## src/rtl/ivf_pkg.sv

```systemverilog
package ivf_pkg;
   typedef enum logic [1:0] {
      K_RESET  = 2'd0,
      K_DIVZ   = 2'd1,
      K_TOP    = 2'd2,
      K_PERIPH = 2'd3
   } req_kind_t;

   typedef enum logic [1:0] {
      S_IDLE = 2'd0,
      S_RD0  = 2'd1,
      S_RD1  = 2'd2,
      S_CAP  = 2'd3
   } fetch_state_t;
endpackage

```

## src/rtl/ivf_vecreg.sv

```systemverilog
module ivf_vecreg #(
   parameter int VEC_W  = 8,
   parameter int CHAN_W = 2
) (
   input  logic              clk,
   input  logic              rst_n,
   input  logic              wr_en,
   input  logic [VEC_W-1:0]  wr_data,
   input  logic [CHAN_W-1:0] chan,
   output logic [VEC_W-1:0]  periph_off
);
   localparam int BASE_W = VEC_W - CHAN_W - 1;

   logic [BASE_W-1:0] base_q;

   always_ff @(posedge clk or negedge rst_n) begin
      if (!rst_n)     base_q <= '0;
      else if (wr_en) base_q <= wr_data[VEC_W-1:CHAN_W+1];
   end

   assign periph_off = {base_q, chan, 1'b0};

   a_r6_base_hold: assert property (@(posedge clk) disable iff (!rst_n)
      !wr_en |=> $stable(base_q));
   a_r6_base_load: assert property (@(posedge clk) disable iff (!rst_n)
      wr_en |=> base_q == $past(wr_data[VEC_W-1:CHAN_W+1]));
endmodule

```

## src/rtl/ivf_slot_sel.sv

```systemverilog
module ivf_slot_sel
   import ivf_pkg::*;
#(
   parameter int SEG_W = 8,
   parameter int VEC_W = 8
) (
   input  req_kind_t         kind,
   input  logic [SEG_W-1:0]  int_seg,
   input  logic [SEG_W-1:0]  code_seg,
   input  logic [VEC_W-1:0]  periph_off,
   output logic [SEG_W-1:0]  seg,
   output logic [VEC_W-1:0]  off
);
   localparam logic [VEC_W-1:0] OFF_DIVZ = VEC_W'(2);
   localparam logic [VEC_W-1:0] OFF_TOP  = VEC_W'(4);

   always_comb begin
      unique case (kind)
         K_RESET:  begin seg = '0;       off = '0;         end
         K_DIVZ:   begin seg = code_seg; off = OFF_DIVZ;   end
         K_TOP:    begin seg = int_seg;  off = OFF_TOP;    end
         default:  begin seg = int_seg;  off = periph_off; end
      endcase
   end
endmodule

```

## src/rtl/ivf_seq.sv

```systemverilog
module ivf_seq
   import ivf_pkg::*;
#(
   parameter int SEG_W    = 8,
   parameter int VEC_W    = 8,
   parameter int DATA_W   = 8,
   parameter bit HI_FIRST = 1'b1
) (
   input  logic                        clk,
   input  logic                        rst_n,
   input  logic                        req_valid,
   input  req_kind_t                   kind,
   input  logic [SEG_W-1:0]            seg_in,
   input  logic [VEC_W-1:0]            off_in,
   input  logic [DATA_W-1:0]           rd_data,
   output logic                        busy,
   output logic                        rd_en,
   output logic [SEG_W+2*DATA_W-1:0]   rd_addr,
   output logic                        done,
   output logic [SEG_W+2*DATA_W-1:0]   target,
   output logic                        no_flag_save
);
   localparam int ROUT_W = 2 * DATA_W;
   localparam int ADDR_W = SEG_W + ROUT_W;
   localparam int PAD_W  = ROUT_W - VEC_W;

   fetch_state_t        state_q;
   req_kind_t           kind_q;
   logic [SEG_W-1:0]    seg_q;
   logic [VEC_W-1:0]    off_q;
   logic [DATA_W-1:0]   first_q;
   logic [ROUT_W-1:0]   routine;
   logic                accept;

   assign accept = req_valid && (state_q == S_IDLE);
   assign busy   = (state_q != S_IDLE);
   assign rd_en  = (state_q == S_RD0) || (state_q == S_RD1);

   generate
      if (PAD_W > 0) begin : g_pad
         assign rd_addr = {seg_q, {PAD_W{1'b0}}, off_q[VEC_W-1:1], state_q == S_RD1};
      end else begin : g_nopad
         assign rd_addr = {seg_q, off_q[VEC_W-1:1], state_q == S_RD1};
      end
      if (HI_FIRST) begin : g_hi_even
         assign routine = {first_q, rd_data};
      end else begin : g_lo_even
         assign routine = {rd_data, first_q};
      end
   endgenerate

   always_ff @(posedge clk or negedge rst_n) begin
      if (!rst_n) begin
         state_q      <= S_IDLE;
         kind_q       <= K_RESET;
         seg_q        <= '0;
         off_q        <= '0;
         first_q      <= '0;
         done         <= 1'b0;
         target       <= '0;
         no_flag_save <= 1'b0;
      end else begin
         done         <= 1'b0;
         no_flag_save <= 1'b0;
         unique case (state_q)
            S_IDLE: if (accept) begin
               kind_q  <= kind;
               seg_q   <= seg_in;
               off_q   <= off_in;
               state_q <= S_RD0;
            end
            S_RD0: state_q <= S_RD1;
            S_RD1: begin
               first_q <= rd_data;
               state_q <= S_CAP;
            end
            default: begin
               target       <= {seg_q, routine};
               done         <= 1'b1;
               no_flag_save <= (kind_q == K_DIVZ);
               state_q      <= S_IDLE;
            end
         endcase
      end
   end

   a_r8_done_pulse: assert property (@(posedge clk) disable iff (!rst_n)
      done |=> !done);
   a_r7_even_first: assert property (@(posedge clk) disable iff (!rst_n)
      (state_q == S_RD0) |-> (rd_en && !rd_addr[0]));
   a_r7_odd_next: assert property (@(posedge clk) disable iff (!rst_n)
      (state_q == S_RD0) |=> (rd_en && rd_addr[0] && rd_addr[ADDR_W-1:1] == $past(rd_addr[ADDR_W-1:1])));
   a_r9_nfs_with_done: assert property (@(posedge clk) disable iff (!rst_n)
      no_flag_save |-> done);
   a_r10_no_restart: assert property (@(posedge clk) disable iff (!rst_n)
      (busy && req_valid) |=> ($stable(seg_q) && $stable(off_q)));
   a_r8_done_after_cap: assert property (@(posedge clk) disable iff (!rst_n)
      (state_q == S_CAP) |=> (done && !busy));
endmodule

```

## src/rtl/ivec_fetch.sv

```systemverilog
module ivec_fetch
   import ivf_pkg::*;
#(
   parameter int SEG_W    = 8,
   parameter int VEC_W    = 8,
   parameter int CHAN_W   = 2,
   parameter int DATA_W   = 8,
   parameter bit HI_FIRST = 1'b1,
   localparam int ADDR_W  = SEG_W + 2 * DATA_W
) (
   input  logic              clk,
   input  logic              rst_n,
   input  logic              req_valid,
   input  logic [1:0]        req_kind,
   input  logic [CHAN_W-1:0] req_chan,
   input  logic              vreg_wr,
   input  logic [VEC_W-1:0]  vreg_wdata,
   input  logic [SEG_W-1:0]  int_seg,
   input  logic [SEG_W-1:0]  code_seg,
   input  logic [DATA_W-1:0] mem_rd_data,
   output logic              busy,
   output logic              mem_rd_en,
   output logic [ADDR_W-1:0] mem_addr,
   output logic              done,
   output logic [ADDR_W-1:0] target,
   output logic              no_flag_save
);
   generate
      if (VEC_W > 2 * DATA_W) begin : g_bad_vec
         $error("vector offset wider than routine address");
      end
      if (CHAN_W + 1 >= VEC_W) begin : g_bad_chan
         $error("channel field leaves no base bits");
      end
      if (VEC_W < 3) begin : g_bad_fixed
         $error("offset too narrow for fixed trap slots");
      end
   endgenerate

   req_kind_t          kind;
   logic [VEC_W-1:0]   periph_off;
   logic [SEG_W-1:0]   sel_seg;
   logic [VEC_W-1:0]   sel_off;

   assign kind = req_kind_t'(req_kind);

   ivf_vecreg #(.VEC_W(VEC_W), .CHAN_W(CHAN_W)) u_vecreg (
      .clk        (clk),
      .rst_n      (rst_n),
      .wr_en      (vreg_wr),
      .wr_data    (vreg_wdata),
      .chan       (req_chan),
      .periph_off (periph_off)
   );

   ivf_slot_sel #(.SEG_W(SEG_W), .VEC_W(VEC_W)) u_sel (
      .kind       (kind),
      .int_seg    (int_seg),
      .code_seg   (code_seg),
      .periph_off (periph_off),
      .seg        (sel_seg),
      .off        (sel_off)
   );

   ivf_seq #(.SEG_W(SEG_W), .VEC_W(VEC_W), .DATA_W(DATA_W), .HI_FIRST(HI_FIRST)) u_seq (
      .clk          (clk),
      .rst_n        (rst_n),
      .req_valid    (req_valid),
      .kind         (kind),
      .seg_in       (sel_seg),
      .off_in       (sel_off),
      .rd_data      (mem_rd_data),
      .busy         (busy),
      .rd_en        (mem_rd_en),
      .rd_addr      (mem_addr),
      .done         (done),
      .target       (target),
      .no_flag_save (no_flag_save)
   );

   a_r2_reset_slot: assert property (@(posedge clk) disable iff (!rst_n)
      (req_valid && !busy && kind == K_RESET) |=> (mem_rd_en && mem_addr == '0));
   a_r3_divz_seg: assert property (@(posedge clk) disable iff (!rst_n)
      (req_valid && !busy && kind == K_DIVZ) |=> (mem_addr[ADDR_W-1:ADDR_W-SEG_W] == $past(code_seg)));
   a_r1_idle_quiet: assert property (@(posedge clk) disable iff (!rst_n)
      !busy |-> !mem_rd_en);
endmodule

```

## config.mk

```make
export PLATFORM = sky130hd
export DESIGN_NAME = ivec_fetch
export DESIGN_NICKNAME = d
export VERILOG_FILES = /design/src/rtl/ivf_pkg.sv /design/src/rtl/ivf_vecreg.sv /design/src/rtl/ivf_slot_sel.sv /design/src/rtl/ivf_seq.sv /design/src/rtl/ivec_fetch.sv
export SDC_FILE = /design/constraint.sdc
export NUM_CORES = 1
export LEC_CHECK = 0
export BUFFER_PORTS_ARGS = -buffer_cell sky130_fd_sc_hd__buf_2
export CAP_MARGIN = 20
export CORE_MARGIN = 2
export CORE_UTILIZATION = 52
export DETAILED_ROUTE_END_ITERATION = 10
export PLACE_DENSITY = 0.83
export REMOVE_ABC_BUFFERS = 1
export SYNTH_ARGS = -nofsm -noshare
export SYNTH_HDL_FRONTEND = slang
export SYNTH_SLANG_ARGS = --single-unit
```

## constraint.sdc

```tcl
create_clock -name clk -period 2.5 [get_ports clk]
set_input_delay 0.5 -clock clk [delete_from_list [all_inputs] [get_ports clk]]
set_output_delay 0.5 -clock clk [all_outputs]
set_load 0.005 [all_outputs]
```

# After elaboration in Yosys (flattened, before gate mapping)
# Index checks and enable logic that the tools add are counted.
[word_totals] n_memories=0 word_cells=28 rom_bits=0 reg_bits=59 in_bits=40 output_inout_bits=52 latch_bits=0 ramBits=0
[op_classes] eq_ne=6 mux=6 n_addsub=0 bitwise=0 mul=0 reduce_logical=7 div=0 n_lt_le_gt_ge=0 shifts=0
[ops] op="$pmux 8 s3" n=1
[ops] op="$pmux 8 s2" n=1
[ops] op="$eq 2x1->1 const B" n=3
[ops] op="$pmux 2 s3" n=1
[ops] op="$eq 2x2->1 const B" n=2
[ops] op="$logic_not 2->1" n=2
[ops] op="$reduce_or 3->1" n=1
[ops] op="$mux 1" n=2
[ops] op="$mux 2" n=1
[ops] op="$ne 2x1->1 const B" n=1
[ops] op="$reduce_and 2->1" n=1
[ops] op="$reduce_bool 2->1" n=1
[ops] op="$logic_and 1x1->1" n=1
[ops] op="$logic_or 1x1->1" n=1

# Longest topological paths before layout
# Gate-level depths: netlist of the first run.
[depth] ltp_word=4 ltp_mapped=5 depth_no_buf=4

# Cells and area by module
# Synthesis of the first run repeated with hierarchy kept, for this count alone.
[hier_totals] hier_cells=168 area_unflattened_um2=2522.4
[by_module_without_submodules] module="ivf_seq" area_per_inst_um2=2133.3 seq_area_each_um2=1326.3 instances=1 cells_per_inst=132
[by_module_without_submodules] module="ivf_vecreg" area_per_inst_um2=207.7 seq_area_each_um2=125.1 instances=1 cells_per_inst=14
[by_module_without_submodules] module="ivf_slot_sel" area_per_inst_um2=181.4 seq_area_each_um2=0.0 instances=1 cells_per_inst=22

# Worst setup path before layout of the first run
# Ideal clock, no wire load.
[synth_timing] path_type="reg-to-output" from="register u_seq.state_q[0]" to="output port busy" stages_incl_launch_ff=5 slack_ps=1059 t_arrival_ps=941 required_ps=2000 cell_sequence="dfrtp_1 > inv_1 > ha_1 > buf_4 > inv_1"
[synth_via] elab_chain_cells=1
[synth_rtl] element="start, declared" line="ivf_seq.sv:27" text="fetch_state_t state_q;"
[synth_rtl] element="start signal, assigned" line="ivf_seq.sv:54" text="state_q <= S_IDLE;"
[synth_rtl] element="start signal, assigned" line="ivf_seq.sv:70" text="state_q <= S_RD0;"
[synth_rtl] element="start signal, assigned" line="ivf_seq.sv:72" text="S_RD0: state_q <= S_RD1;"
[synth_rtl] element="$reduce_bool 2->1" line="ivf_seq.sv:36" text="assign busy = (state_q != S_IDLE);"
[synth_rtl] element="end, declared" line="ivec_fetch.sv:21" text="output logic busy,"
# Every way passes these cells.

# Worst setup path after layout of the first run
# Ends and elaborated chain as after synthesis.

==> results.yml, run 1 <==
cells_and_area:
  layoutNonFillerInstCount: 318
  layout_commonest_cell: "buf_2"
  final_layout_size_suffix_gt1_share_pct: 52.26
  design_area_um2: 3025
  utilization_pct: 68.54
  num-nets-final: 305
  regArea_um2: 1451
  area_delta_synth_final_pct: 25.16
  multiInputGateArea_um2: 850.8
  antenna_cells: 0
  fillCellCount: 323
  final_cell_mix: "buf_2 (80), dfrtp_1 (58), mux2_2 (37), clkbuf_8 (14), nand2_1 (9)"
grt:
  grt_pass1_wl_um: 7403
  grt_usage_pct: 18.80
  antenna_found_initial: 0
  grt-ovfl-total: 0
  grt_max_degree: 39
  first_global_vias: 1601
synth:
  ys.flop_type: "dfrtp_1"
  synth.largest_area_cell: "dfrtp_1"
  synthArstFlopShare_pct: 100.0
  synth_seq_cells: 58
  syn_area_um2: 2417
  synth_top_area_share_pct: 60.04
  synth_edf_count: 0
  ys_seq_area_share_pct: 60.04
  synth_area_per_cell_um2: 13.81
  syn_inst: 175
  yosysWarnings: 0
  ys_types: 24
  ys_top_cells_by_area: "dfrtp_1 (60%), mux2_2 (17%), buf_4 (3.4%)"
hold_path:
  hold_class: "in -> async"
sta:
  tightest_slew_ps: 831.3
  slew-limit-headroom_pct: 44.58
  min_period_over_period_pct: 75.63
  fmax_mhz: 528.9
  setup_ws_ps: 609.3
  grt_setup_unrepaired: "false"
  tns_ps: 0
  worst_clock_skew_ps: 4.033
  period_needed_ps: 1891
  finalSetupViolCount: 0
  hold_viol: 0
  holdWs_ps: 276.8
  drv_slew: 0
die:
  start_util_pct: 54.76
  die_h_um: 72.18
  fp.coreArea_um2: 4414
  pin_count: 92
  fp-row-count: 24
  dieArea_um2: 5210
  fp.dieW_um: 72.18
job:
  max-cap-violations: 0
worst_setup_path:
  reg2reg_to: "u_seq.seg_q[5]$_DFFE_PN0P_"
  reg2regPathDepth: 5
  r2r-start: "u_seq.state_q[0]$_DFFE_PN0P_"
  worstPathArrival_ps: 1390
  worst-path-max-fanout: 8
  critPathRequiredTime_ps: 2000
  r2r_slack_ps: 790
  crit_path_start_kind: "flip-flop"
  crit_type: "reg -> out"
  critPathCapture: "busy"
  startpoint: "u_seq.state_q[0]$_DFFE_PN0P_"
  endpoint_kind: "primary output"
placed_design:
  dp.cells: 302
  pre_cts_slack_ps: 765.3
  gp_congestion: 0.6865
  io_buffers: 80
  dp_hpwl_um: 3363
  placed_area_um2: 2824
clock_tree:
  clkLatencyLatePin_ps: 320
  numCtsBuffers: 9
  ctsHoldBuffers: 0
  post_cts_buffers: 0
  clk_pin_slew_ps: 60
  cts-root-buf: "clkbuf_8"
  clockBufferDepth: 2
  htreeDepth: 3
  cts_resized: 0
  cts_tree: "done"
  cts_sinks: 58
routing:
  first_pass_iters: 6
  drt-total-wl_um: 4505
  drt_iter0_drc: 41
  wire_per_inst_um: 14.17
  vias_per_cell: 5.126
  antenna_left: 0
  vias: 1630
  drc: 0
pwr:
  leakagePower_nw: 1.477
  power_mw: 3.766
  peakVddDrop_v: 0.0007257
  powerDensity_nw_per_um2: 1245
outcome:
  status: "finished clean"
## power breakdown
part	switching (mW)	total, mW	internal, mW
Clock	0.334	0.828	0.494
Sequential	0.233	1.61	1.38
Combinational	0.556	1.33	0.770
## registers in the layout, summed over array words and instances (netlist names)
register            count
u_seq.target           24
u_seq.first_q           8
u_seq.seg_q             8
u_seq.off_q             7
u_vecreg.base_q         5
u_seq.kind_q            2
u_seq.state_q           2
u_seq.done              1
u_seq.no_flag_save      1
## worst min-delay path by stage
stage	start	slack [ps]	end	cells after the start
final	rst_n	280	u_seq.target[3]$_DFFE_PN0N_	1
after global routing	rst_n	340	u_seq.target[3]$_DFFE_PN0N_	1
after CTS	rst_n	290	u_seq.seg_q[0]$_DFFE_PN0P_	1
after detailed placement	u_seq.kind_q[1]$_DFFE_PN0P_	420	u_seq.no_flag_save$_DFF_PN0_	1
after global placement	u_seq.kind_q[1]$_DFFE_PN0P_	410	u_seq.no_flag_save$_DFF_PN0_	1
after floorplan	rst_n	200	u_seq.done$_DFF_PN0_	0
## kinds of logic (layout without fill, tap and decap cells)
group / Yosys count / after routing / synth area share (%)
muxes: 41 / 41 / 19.05
DFF: 58 / 58 / 60.04
other: 1 / 8 / 0.1551
buffers and inverters: 21 / 105 / 5.849
AOI/OAI and AO/OA: 26 / 26 / 7.143
and+or+nand+nor: 24 / 24 / 5.694
adders and majority gates: 4 / 4 / 2.070
## metal layers
| layer | vias up | part of all wire, % | global-route usage, % |
|---|---|---|---|
| li1 | 774 | - | - |
| met4 | 0 | 1.9 | 9.434 |
| met2 | 67 | 46 | 28.24 |
| met5 | - | 0 | 0 |
| met1 | 780 | 43 | 24.34 |
| met3 | 9 | 8.2 | 6.528 |
## cells in the mapped netlist (2+ instances only)
master and count:
a31o_1 2, buf_2 5, inv_1 3, nand2_1 9, dfrtp_1 58, buf_4 11, mux2_1 3, mux2_2 37
a22o_1 5, a21oi_1 8, a31oi_1 8, ha_1 4, buf_6 2, nand2b_1 3, nand3b_1 8
## final cells by class
class,count,share of cell area (%)
clock buffers,15,6.493
clock inverters,1,0.1654
inverters,3,0.3722
multi-input cells,103,28.12
flip-flops and latches,58,47.97
well taps,52,2.151
repair buffers,86,14.72
## worst max-delay path, stage by stage, from the launching register on
cell and delay [ps]:
dfrtp_1 400, inv_1 110, ha_1 350, inv_1 80, buf_2 130
Power figures use the tool's default switching activity.
==> inputs of run 2 (changes only) <==
--- a/config.mk
+++ b/config.mk
@@ -8,9 +8,9 @@
 export BUFFER_PORTS_ARGS = -buffer_cell sky130_fd_sc_hd__buf_2
 export CAP_MARGIN = 20
 export CORE_MARGIN = 2
-export CORE_UTILIZATION = 52
+export CORE_UTILIZATION = 48
 export DETAILED_ROUTE_END_ITERATION = 10
-export PLACE_DENSITY = 0.83
+export PLACE_DENSITY = 0.77
 export REMOVE_ABC_BUFFERS = 1
 export SYNTH_ARGS = -nofsm -noshare
 export SYNTH_HDL_FRONTEND = slang
==> constraint.sdc (replaced) <==
create_clock -name clk -period 1.75 [get_ports clk]
set_input_delay 0.35 -clock clk [delete_from_list [all_inputs] [get_ports clk]]
set_output_delay 0.35 -clock clk [all_outputs]
set_load 0.005 [all_outputs]
==> results.yml, run 2 (synthesis gave the netlist of run 1 again) <==
cells_and_area:
  regMostFlops: "u_seq.target"
  layout_commonest_cell: "buf_2"
  top_regs: "u_seq.target: 24 flops, u_seq.first_q: 8 flops, u_seq.seg_q: 8 flops"
  antenna_cells: 0
  area_delta_synth_final_pct: 25.93
  utilization_pct: 63.61
  final_layout_size_suffix_gt1_share_pct: 52.27
  layoutNonFillerInstCount: 331
  largest_register_ffs: 24
  design_area_um2: 3044
  num-nets-final: 303
  fillCellCount: 389
  final_cell_mix: "buf_2 (80), dfrtp_1 (58), mux2_2 (37), clkbuf_8 (14), nand2_1 (9)"
pwr:
  p_clk_share_pct: 22.0
  powerDensity_nw_per_um2: 1767
  comb_power_share_pct: 35.3
  power_switching_mw: 1.614
  internal_power_mw: 3.767
  leakagePower_nw: 1.470
  share_seq_of_total_power_pct: 42.6
  peakVddDrop_v: 0.0008772
  switching_share_pct: 29.99
  power_mw: 5.380
placed_design:
  gp_congestion: 0.6722
  placed_area_um2: 2840
  dp.cells: 315
  io_buffers: 80
  pre_cts_slack_ps: 182.7
  dp_hpwl_um: 3147
clock_tree:
  cts-root-buf: "clkbuf_8"
  clkLatencyLatePin_ps: 320
  cts_sinks: 58
  clk_pin_slew_ps: 60
  htreeDepth: 3
  post_cts_buffers: 0
  cts_tree: "done"
  numCtsBuffers: 9
  clockBufferDepth: 2
die:
  start_util_pct: 50.51
  pin_count: 92
  die_h_um: 74.97
  fp.dieW_um: 74.97
  fp-row-count: 25
  fp.coreArea_um2: 4786
  dieArea_um2: 5620
grt:
  grt_max_degree: 59
  grt_usage_pct: 16.95
  grt_pass1_wl_um: 6934
  first_global_vias: 1520
  grt-ovfl-total: 0
  antenna_found_initial: 0
sta:
  fmax_mhz: 583.0
  drv_slew: 0
  min_period_over_period_pct: 98.01
  grt_setup_unrepaired: "true"
  worst_clock_skew_ps: 6.370
  setup_ws_ps: 34.85
  holdWs_ps: 23.38
  tns_ps: 0
  hold_viol: 0
  finalSetupViolCount: 0
  period_needed_ps: 1715
worst_setup_path:
  worstPathArrival_ps: 1370
  critPathMaxStageDelay_ps: 400
  crit_path_start_kind: "flip-flop"
  crit_type: "reg -> out"
  path_cells: "inv_1 -> ha_2 -> buf_2"
  path_delay_family: "flip-flops"
  critPathRequiredTime_ps: 1400
  endpoint_kind: "primary output"
  cp_slowest_cell: "dfrtp_1"
  worst-path-max-fanout: 10
  cp_num_buf_inv: 2
hold_path:
  hold_class: "in -> async"
routing:
  first_pass_iters: 4
  vias_per_cell: 5.006
  wire_per_inst_um: 13.61
  drt-total-wl_um: 4504
  drc: 0
  drt_iter0_drc: 74
  vias: 1657
  antenna_left: 0
outcome:
  status: "finished clean"
job:
  max-cap-violations: 0
[run 2: cell types whose count changed in the layout (fill, tap and decap cells not counted)]
cell / delta
ha_1: -1
buf_4: -3
ha_2: +1
buf_12: +1
[run 2: area by class of cell]
class,instances,area [um^2],share of cell area [%]
clock buffer,15,196.4,6.453
clock inverter,1,5.005,0.1644
inverter,3,11.26,0.3699
multi-input combinational,103,853.3,28.03
sequential,58,1451,47.68
tap,67,83.83,2.754
timing repair buffer,84,442.9,14.55
[run 2: timing repair]
action | in CTS | in global routing
endpoints found under the setup margin | 1 | 2
resized for setup | 1 | 0
pin swaps | 0 | 0
hold buffers | 0 | 0
endpoints found under the hold margin | 0 | 0
[run 2: worst paths after layout]
check                                             startpoint  slack [ps]                        endpoint  cells after the start
worst max-delay path            u_seq.state_q[0]$_DFFE_PN0P_          30                     mem_addr[0]                      3
worst min-delay path                                   rst_n          20    u_seq.target[14]$_DFFE_PN0N_                      2
worst max register to register  u_seq.state_q[0]$_DFFE_PN0P_         250      u_seq.off_q[2]$_DFFE_PN0P_                      4
worst min register to register   u_seq.kind_q[1]$_DFFE_PN0P_         420    u_seq.no_flag_save$_DFF_PN0_                      1
max in group asynchronous                              rst_n        1480     u_seq.target[1]$_DFFE_PN0N_                      2
min in group clk                               vreg_wdata[4]         260  u_vecreg.base_q[1]$_DFFE_PN0P_                      2
[run 2: power by group through the flow]
stage / clock (mW) / combinational, mW / sequential, mW
after global routing: 1.28 / 2.10 / 2.37
after detailed placement: 0 / 1.93 / 2.32
after CTS: 1.22 / 1.94 / 2.30
final: 1.19 / 1.90 / 2.29
after global placement: 0 / 1.87 / 2.30
after floorplan: 0 / 1.05 / 2.32
[run 2: layer usage]
layer  part of all wire [%]  vias up  track usage [%]
met5                      0        -                0
met3                    8.1       11            5.221
met4                    1.9        0            8.929
li1                       -      776                -
met2                     45       79            25.54
met1                     45      791            22.08
